### config.mk
export PLATFORM = sky130hd
export DESIGN_NAME = eoi_storm_throttle
export DESIGN_NICKNAME = d
export VERILOG_FILES = /design/src/rtl/eoi_pkg.sv /design/src/rtl/eoi_delay_timer.sv /design/src/rtl/eoi_pin_slice.sv /design/src/rtl/eoi_deliver_arb.sv /design/src/rtl/eoi_storm_throttle.sv
export SDC_FILE = /design/constraint.sdc
export NUM_CORES = 2
export LEC_CHECK = 0
export BUFFER_PORTS_ARGS = -buffer_cell sky130_fd_sc_hd__buf_2
export CORE_MARGIN = 10
export CORE_UTILIZATION = 35
export DETAILED_ROUTE_END_ITERATION = 10
export SLEW_MARGIN = 20
export SYNTH_ARGS = -nofsm -noshare
export SYNTH_HDL_FRONTEND = slang
export SYNTH_SLANG_ARGS = --single-unit
### constraint.sdc
create_clock -name clk -period 5.6 [get_ports clk]
set_input_delay 0.28 -clock clk [delete_from_list [all_inputs] [get_ports clk]]
set_output_delay 0.28 -clock clk [all_outputs]
set_load 0.02 [all_outputs]
### src/rtl/eoi_pkg.sv
// Shared types for the EOI storm throttle.
// Assumes an 8-bit interrupt vector; the pin count is a top-level parameter.
package eoi_pkg;
    localparam int VEC_W = 8;

    typedef logic [VEC_W-1:0] vec_t;

    // Software-visible part of one pin's routing entry.
    typedef struct packed {
        vec_t vector;
        logic level;
        logic mask;
    } pin_cfg_t;
endpackage

### src/rtl/eoi_delay_timer.sv
// Single countdown timer shared by all pins.
// Arming while running is ignored, so the first deadline always wins.
// fire is a one-cycle pulse DELAY_CYCLES edges after the arming edge.
module eoi_delay_timer #(
    parameter int DELAY_CYCLES = 1250000
) (
    input  logic clk,
    input  logic rst_n,
    input  logic arm,
    output logic fire
);
    localparam int TMR_W = (DELAY_CYCLES > 1) ? $clog2(DELAY_CYCLES) : 1;
    localparam logic [TMR_W-1:0] LOAD = TMR_W'(DELAY_CYCLES - 1);

    logic             running_q;
    logic [TMR_W-1:0] tcnt_q;

    // Expiry is the last count of a running timer.
    assign fire = running_q && (tcnt_q == '0);

    // Count down, stop on expiry, load only when idle.
    always_ff @(posedge clk) begin
        if (!rst_n) begin
            running_q <= 1'b0;
            tcnt_q    <= '0;
        end else if (fire) begin
            running_q <= 1'b0;
        end else if (running_q) begin
            tcnt_q <= tcnt_q - 1'b1;
        end else if (arm) begin
            running_q <= 1'b1;
            tcnt_q    <= LOAD;
        end
    end

    assert_keep_deadline_R8: assert property (@(posedge clk) disable iff (!rst_n)
        (running_q && !fire) |=> (running_q && tcnt_q == $past(tcnt_q) - 1'b1));

    assert_reset_idle_R1: assert property (@(posedge clk)
        !rst_n |=> !running_q);
endmodule

### src/rtl/eoi_pin_slice.sv
// State and EOI decision for one input pin.
// Holds the routing entry, remote-IRR, the re-raise counter and a pending flag.
// Assumes grant and accept never arrive while remote-IRR is set.
module eoi_pin_slice
    import eoi_pkg::*;
#(
    parameter int STORM_LIMIT = 10000
) (
    input  logic     clk,
    input  logic     rst_n,
    input  logic     cfg_we,
    input  pin_cfg_t cfg,
    input  logic     line,
    input  logic     eoi_valid,
    input  vec_t     eoi_vector,
    input  logic     grant,
    input  logic     accept,
    input  logic     inflight,
    input  logic     timer_fire,
    output vec_t     vec,
    output logic     req,
    output logic     defer
);
    localparam int CNT_W = (STORM_LIMIT > 2) ? $clog2(STORM_LIMIT) : 1;
    localparam logic [CNT_W-1:0] LIMIT_M1 = CNT_W'(STORM_LIMIT - 1);

    vec_t             vec_q;
    logic             level_q;
    logic             mask_q;
    logic             rirr_q;
    logic             line_q;
    logic             pend_q;
    logic [CNT_W-1:0] cnt_q;

    logic eoi_hit;
    logic live;
    logic at_limit;
    logic redeliver;
    logic eligible;
    logic rise;
    logic set_pend;

    // EOI decision for this pin.
    always_comb begin
        eoi_hit   = eoi_valid && level_q && rirr_q && (vec_q == eoi_vector);
        live      = !mask_q && line;
        at_limit  = (cnt_q == LIMIT_M1);
        redeliver = eoi_hit && live && !at_limit;
        defer     = eoi_hit && live && at_limit;
        eligible  = level_q && !mask_q && line && !rirr_q && !inflight;
        rise      = line && !line_q;
        set_pend  = (rise || redeliver || timer_fire) && !inflight;
        req       = pend_q && eligible;
        vec       = vec_q;
    end

    // Routing entry fields, masked at reset.
    always_ff @(posedge clk) begin
        if (!rst_n) begin
            vec_q   <= '0;
            level_q <= 1'b0;
            mask_q  <= 1'b1;
        end else if (cfg_we) begin
            vec_q   <= cfg.vector;
            level_q <= cfg.level;
            mask_q  <= cfg.mask;
        end
    end

    // Remote-IRR: set on accepted delivery, cleared by a matching EOI.
    always_ff @(posedge clk) begin
        if (!rst_n)       rirr_q <= 1'b0;
        else if (accept)  rirr_q <= 1'b1;
        else if (eoi_hit) rirr_q <= 1'b0;
    end

    // Successive re-raise counter.
    always_ff @(posedge clk) begin
        if (!rst_n) begin
            cnt_q <= '0;
        end else if (eoi_hit) begin
            if (live && !at_limit) cnt_q <= cnt_q + 1'b1;
            else                   cnt_q <= '0;
        end
    end

    // Line history for rising-edge detection.
    always_ff @(posedge clk) begin
        if (!rst_n) line_q <= 1'b0;
        else        line_q <= line;
    end

    // Pending request: cleared on grant, dropped when no longer eligible.
    always_ff @(posedge clk) begin
        if (!rst_n)         pend_q <= 1'b0;
        else if (grant)     pend_q <= 1'b0;
        else if (set_pend)  pend_q <= 1'b1;
        else if (!eligible) pend_q <= 1'b0;
    end

    assert_eoi_clear_R4: assert property (@(posedge clk) disable iff (!rst_n)
        (eoi_valid && level_q && rirr_q && vec_q == eoi_vector) |=> !rirr_q);

    assert_eoi_ignore_R4: assert property (@(posedge clk) disable iff (!rst_n)
        (eoi_valid && (eoi_vector != vec_q || !level_q) && !accept) |=> $stable(rirr_q));

    assert_cnt_zero_R6: assert property (@(posedge clk) disable iff (!rst_n)
        (eoi_hit && (mask_q || !line)) |=> (cnt_q == '0));

    assert_cnt_bound_R7: assert property (@(posedge clk) disable iff (!rst_n)
        cnt_q <= LIMIT_M1);

    assert_grant_legal_R3: assert property (@(posedge clk) disable iff (!rst_n)
        grant |-> (level_q && !mask_q && !rirr_q));
endmodule

### src/rtl/eoi_deliver_arb.sv
// Lowest-index arbiter with a single-entry delivery register.
// A new pin is picked only when the output register is empty.
module eoi_deliver_arb
    import eoi_pkg::*;
#(
    parameter int NPINS = 24
) (
    input  logic                  clk,
    input  logic                  rst_n,
    input  logic [NPINS-1:0]      req,
    input  vec_t [NPINS-1:0]      vecs,
    input  logic                  dlv_ready,
    output logic [NPINS-1:0]      grant,
    output logic [NPINS-1:0]      accept,
    output logic [NPINS-1:0]      inflight,
    output logic                  dlv_valid,
    output vec_t                  dlv_vector
);
    logic             valid_q;
    logic [NPINS-1:0] sel_q;
    vec_t             vec_q;
    vec_t             pick_vec;
    logic             found;
    logic             take;

    // Pick the lowest requesting pin while the output is free.
    always_comb begin
        grant    = '0;
        pick_vec = '0;
        found    = 1'b0;
        for (int i = 0; i < NPINS; i++) begin
            if (!valid_q && req[i] && !found) begin
                grant[i] = 1'b1;
                pick_vec = vecs[i];
                found    = 1'b1;
            end
        end
    end

    // Handshake bookkeeping toward the pins.
    always_comb begin
        take       = valid_q && dlv_ready;
        accept     = take ? sel_q : '0;
        inflight   = sel_q;
        dlv_valid  = valid_q;
        dlv_vector = vec_q;
    end

    // Output register: load on grant, empty on acceptance.
    always_ff @(posedge clk) begin
        if (!rst_n) begin
            valid_q <= 1'b0;
            sel_q   <= '0;
            vec_q   <= '0;
        end else if (take) begin
            valid_q <= 1'b0;
            sel_q   <= '0;
        end else if (found) begin
            valid_q <= 1'b1;
            sel_q   <= grant;
            vec_q   <= pick_vec;
        end
    end

    assert_hold_R10: assert property (@(posedge clk) disable iff (!rst_n)
        (valid_q && !dlv_ready) |=> (valid_q && $stable(vec_q)));

    assert_single_R10: assert property (@(posedge clk) disable iff (!rst_n)
        $onehot0(sel_q) && (valid_q == (sel_q != '0)));
endmodule

### src/rtl/eoi_storm_throttle.sv
// Top of the EOI storm throttle: one slice per pin, a shared delay timer
// and the delivery arbiter. Any pin reaching its storm limit arms the timer;
// timer expiry asks every pin for a service pass.
module eoi_storm_throttle
    import eoi_pkg::*;
#(
    parameter int NPINS        = 24,
    parameter int STORM_LIMIT  = 10000,
    parameter int DELAY_CYCLES = 1250000,
    localparam int PIN_W       = $clog2(NPINS)
) (
    input  logic             clk,
    input  logic             rst_n,
    input  logic             cfg_we,
    input  logic [PIN_W-1:0] cfg_pin,
    input  logic [VEC_W-1:0] cfg_vector,
    input  logic             cfg_level,
    input  logic             cfg_mask,
    input  logic [NPINS-1:0] irq_line,
    input  logic             eoi_valid,
    input  logic [VEC_W-1:0] eoi_vector,
    output logic             dlv_valid,
    output logic [VEC_W-1:0] dlv_vector,
    input  logic             dlv_ready
);
    pin_cfg_t         cfg_word;
    logic [NPINS-1:0] req;
    logic [NPINS-1:0] defer;
    logic [NPINS-1:0] grant;
    logic [NPINS-1:0] accept;
    logic [NPINS-1:0] inflight;
    vec_t [NPINS-1:0] vecs;
    logic             timer_fire;
    logic             arm;

    // Pack the configuration fields and merge the deferral requests.
    always_comb begin
        cfg_word = '{vector: cfg_vector, level: cfg_level, mask: cfg_mask};
        arm      = |defer;
    end

    for (genvar p = 0; p < NPINS; p++) begin : g_pin
        eoi_pin_slice #(
            .STORM_LIMIT(STORM_LIMIT)
        ) i_slice (
            .clk        (clk),
            .rst_n      (rst_n),
            .cfg_we     (cfg_we && (cfg_pin == PIN_W'(p))),
            .cfg        (cfg_word),
            .line       (irq_line[p]),
            .eoi_valid  (eoi_valid),
            .eoi_vector (eoi_vector),
            .grant      (grant[p]),
            .accept     (accept[p]),
            .inflight   (inflight[p]),
            .timer_fire (timer_fire),
            .vec        (vecs[p]),
            .req        (req[p]),
            .defer      (defer[p])
        );
    end

    eoi_delay_timer #(
        .DELAY_CYCLES(DELAY_CYCLES)
    ) i_timer (
        .clk   (clk),
        .rst_n (rst_n),
        .arm   (arm),
        .fire  (timer_fire)
    );

    eoi_deliver_arb #(
        .NPINS(NPINS)
    ) i_arb (
        .clk        (clk),
        .rst_n      (rst_n),
        .req        (req),
        .vecs       (vecs),
        .dlv_ready  (dlv_ready),
        .grant      (grant),
        .accept     (accept),
        .inflight   (inflight),
        .dlv_valid  (dlv_valid),
        .dlv_vector (dlv_vector)
    );

    assert_grant_onehot_R11: assert property (@(posedge clk) disable iff (!rst_n)
        $onehot0(grant));
endmodule

==> results.md <==
- H-Tree Depth: 3
- Worst path top cell family by delay: simple AND/OR/NAND/NOR gates
- Yosys warns: 0
- Post-synth EDFFs: 0
- Setup bufs post-CTS: 0
- Detailed placer's ending HPWL: 70.4 mm
- Hold Crit Class: input port to flip-flop
- Count leader, synth: dfxtp_1
- Final setup violation count: 0
- Post-synthesis sequential area ratio: 0.416
- Post-synth top area share: 0.416
- Largest net degree at the start of global routing: 129
- CP required: 6.11 ns
- Critical path arrival: 4.60 ns
- Area contributors post-synth: dfxtp_1, xor2_1, nor2_1
- Clk sinks: 703
- Post-CTS Resized: 0
- Ys async rst share: 0
- Initial DRC count: 2475
- Post-Synth Adder-Cell Area: 0.00925
- Die ar.: 109000 um^2
- Total power: 11.2 mW
- Setup TNS: 0 ns
- Num rows: 113
- FF+latch count, synth: 703
- Initial Util: 0.354
- Routability cong.: 0.937
- DRC: 0
- Critical Path Max Stage Delay: 0.77 ns
- Max-Cap Viols: 0
- WL/cell: 18.9 um
- Number of global-route vias before repair: 27667
- Slew headroom: 0.221
- Fin crit period: 4.09 ns
- Leakage power: 14.1 nW
- Fin nets: 4227
- Die Y: 331 um
- Unique masters post-synth: 86
- Antenna-violating nets left: 0
- Initial antenna violation count: 6
- Worst reg2reg setup slack: 1.53 ns
- Via Count: 29724
- Share of cells above drive strength 1: 0.0738
- Post-synth top cells: dfxtp_1, nor2_1, nand2_1
- Fin. Hold Viols: 0
- Mapped Cells: 4132
- Total core area: 95400 um^2
- Syn_nets: 4209
- CTS Buf Count: 80
- Post-Layout Cell Count: 5484
- Global route overflow: 0
- Primary FF master, synth: dfxtp_1
- CP max-delay cell: nand3_1
- Post-Synth XOR/XNOR Area: 0.110
- Status: finished clean
- Global-route wire length before repair: 160 mm
- Routed WL: 104 mm
- Final core utilization: 0.402
- Clk_lat worst skew: 0.65 ns
- Crit path kind: input port to flip-flop
- I/O Buffers: 60
- Setup crit end kind: flip-flop
- Worst Max-Slew Pin Slew: 1.16 ns
- Count of final max-slew check failures: 0
- Die X: 331 um
- CTS tree: built
- Average size of a mapped cell: 8.19 um^2
- Critical Path Source Type: input port
- Reg clk slew, reported paths: 0.06 ns
- Largest family of logic cells by synthesized area: simple AND/OR/NAND/NOR gates
- I/O Pins: 61
- Via density per instance: 5.42
- Total GRT Usage: 0.183
- Final period util: 0.731
- Mux cell area share after synthesis: 0.0397
- Placed Instances: 5309
- Pwr/cell area: 293 nW/um^2
- Synth Area in Compound Gates: 0.107
- Setup repair after global routing missed its margin: no
- Initial DRT Pass Iterations: 6
- Fmax: 244 MHz
- Cell area after synthesis: 33800 um^2
- Synth Area in Simple Gates: 0.284
- Buf/Inv on CP: 2
- Peak supply drop: 0.000198 V
- Root Driver: clkbuf_16
- CP Cell Sequence: dlygate4sd3_1, buf_2, nor2b_1, nand4_1, nand3_1, nor4_2, a22o_1, a2111oi_0, nor3_1, a211oi_1, o21ai_1
- Area grow syn2layout: 13.4%
- CTS Buffer Depth: 3
- Worst Skew: 0.0353 ns
- CP max FO: 14
- Cell taking the most area after synthesis: dfxtp_1
[worst paths after layout]
| path | end | start | cells after the start |
|---|---|---|---|
| worst max-delay path | i_arb.dlv_vector[7] | irq_line[0] | 11 |
| worst min-delay path | g_pin[15].i_slice.mask_q | rst_n | 2 |
| worst min register to register | g_pin[19].i_slice.mask_q | g_pin[19].i_slice.mask_q | 2 |
| worst max register to register | i_arb.dlv_vector[7] | g_pin[0].i_slice.mask_q | 9 |
[cell usage in the layout, fill, tap and decap left out, drive strengths merged, types with 9 or more instances in the layout]
cell           n
dlygate4sd3   24
bufinv        12
nor2         605
inv           59
nor4          57
xnor2        160
dfxtp        703
or2           10
and2          45
clkbuf       113
buf          112
a22oi         33
nand3        235
o21ai        136
ha            25
o221ai        11
and4          12
and3          77
nand2        514
nor2b         43
xor2         264
nand4         96
or3           76
a211oi        23
nor4bb        24
clkinv        17
mux2i        133
nand2b        42
or4           20
o22ai         26
a31oi         16
nor3          82
nor4b          9
a21oi        284
[registers in the layout (all words and copies together), names as in the netlist, 24 cells and up]
name                   flops
g_pin.i_slice.cnt_q      336
g_pin.i_slice.rirr_q      24
i_arb.inflight            24
g_pin.i_slice.pend_q      24
g_pin.i_slice.vec        192
g_pin.i_slice.mask_q      24
g_pin.i_slice.line_q      24
g_pin.i_slice.level_q     24
[per-stage QoR]
stage | hold WS [ns] | setup WS (ns) | area [um^2]
3_3_place_gp | 0.450 | 1.63 | 35200
4_1_cts | 0.0580 | 1.67 | 38300
5_1_grt | 0.102 | 1.41 | 38400
2_1_floorplan | 0.402 | 3.07 | 33800
6_report | 0.0908 | 1.51 | 38400
3_5_place_dp | 0.451 | 1.56 | 35200
[report_power, final]
group	switching, mW	internal (mW)	leakage, nW
Clock	2.18	3.55	1.45
Sequential	0.0180	5.03	5.68
Combinational	0.316	0.131	6.95
[kinds of logic (layout without fill, tap and decap cells)]
| logic type | Yosys count | in the layout |
|---|---|---|
| DFF | 703 | 703 |
| adders and majority gates | 25 | 25 |
| muxes | 134 | 134 |
| AOI/OAI and AO/OA | 609 | 609 |
| and+or+nand+nor | 1982 | 1982 |
| other | 0 | 4 |
| buffers and inverters | 255 | 338 |
| xor gates and xnor gates | 424 | 424 |
[worst register-to-register path, cell delays in order (launching register included)]
cell       delay, ns
dfxtp_1         0.33
nor2b_1         0.22
nand4_1         0.73
nand3_1         0.78
nor4_2          0.26
a22o_1          0.32
a2111oi_0       0.61
nor3_1          0.19
a211oi_1        0.39
o21ai_1         0.14
[what timing repair did]
action                                  CTS  global route
hold buffers                             24             0
endpoints found under the setup margin    0             0
endpoints found under the hold margin    25             0
[layer usage]
layer  vias to the layer above  routed length, um  global-route usage
met2                       978              45600               0.286
met3                       238               7700              0.0428
li1                      14381                  -                   -
met5                         -                161                   0
met4                         6               3740              0.0664
met1                     14121              46600               0.244
[cell type report]
type | instances | area [um^2]
clock inverter | 34 | 492
timing repair buffer | 136 | 933
sequential | 703 | 14100
inverter | 55 | 214
fill | 9644 | 57100
multi-input combinational | 3174 | 18700
antenna | 4 | 10.0
clock buffer | 113 | 2410
tap | 1265 | 1580
(Power assumes the default switching activity.)
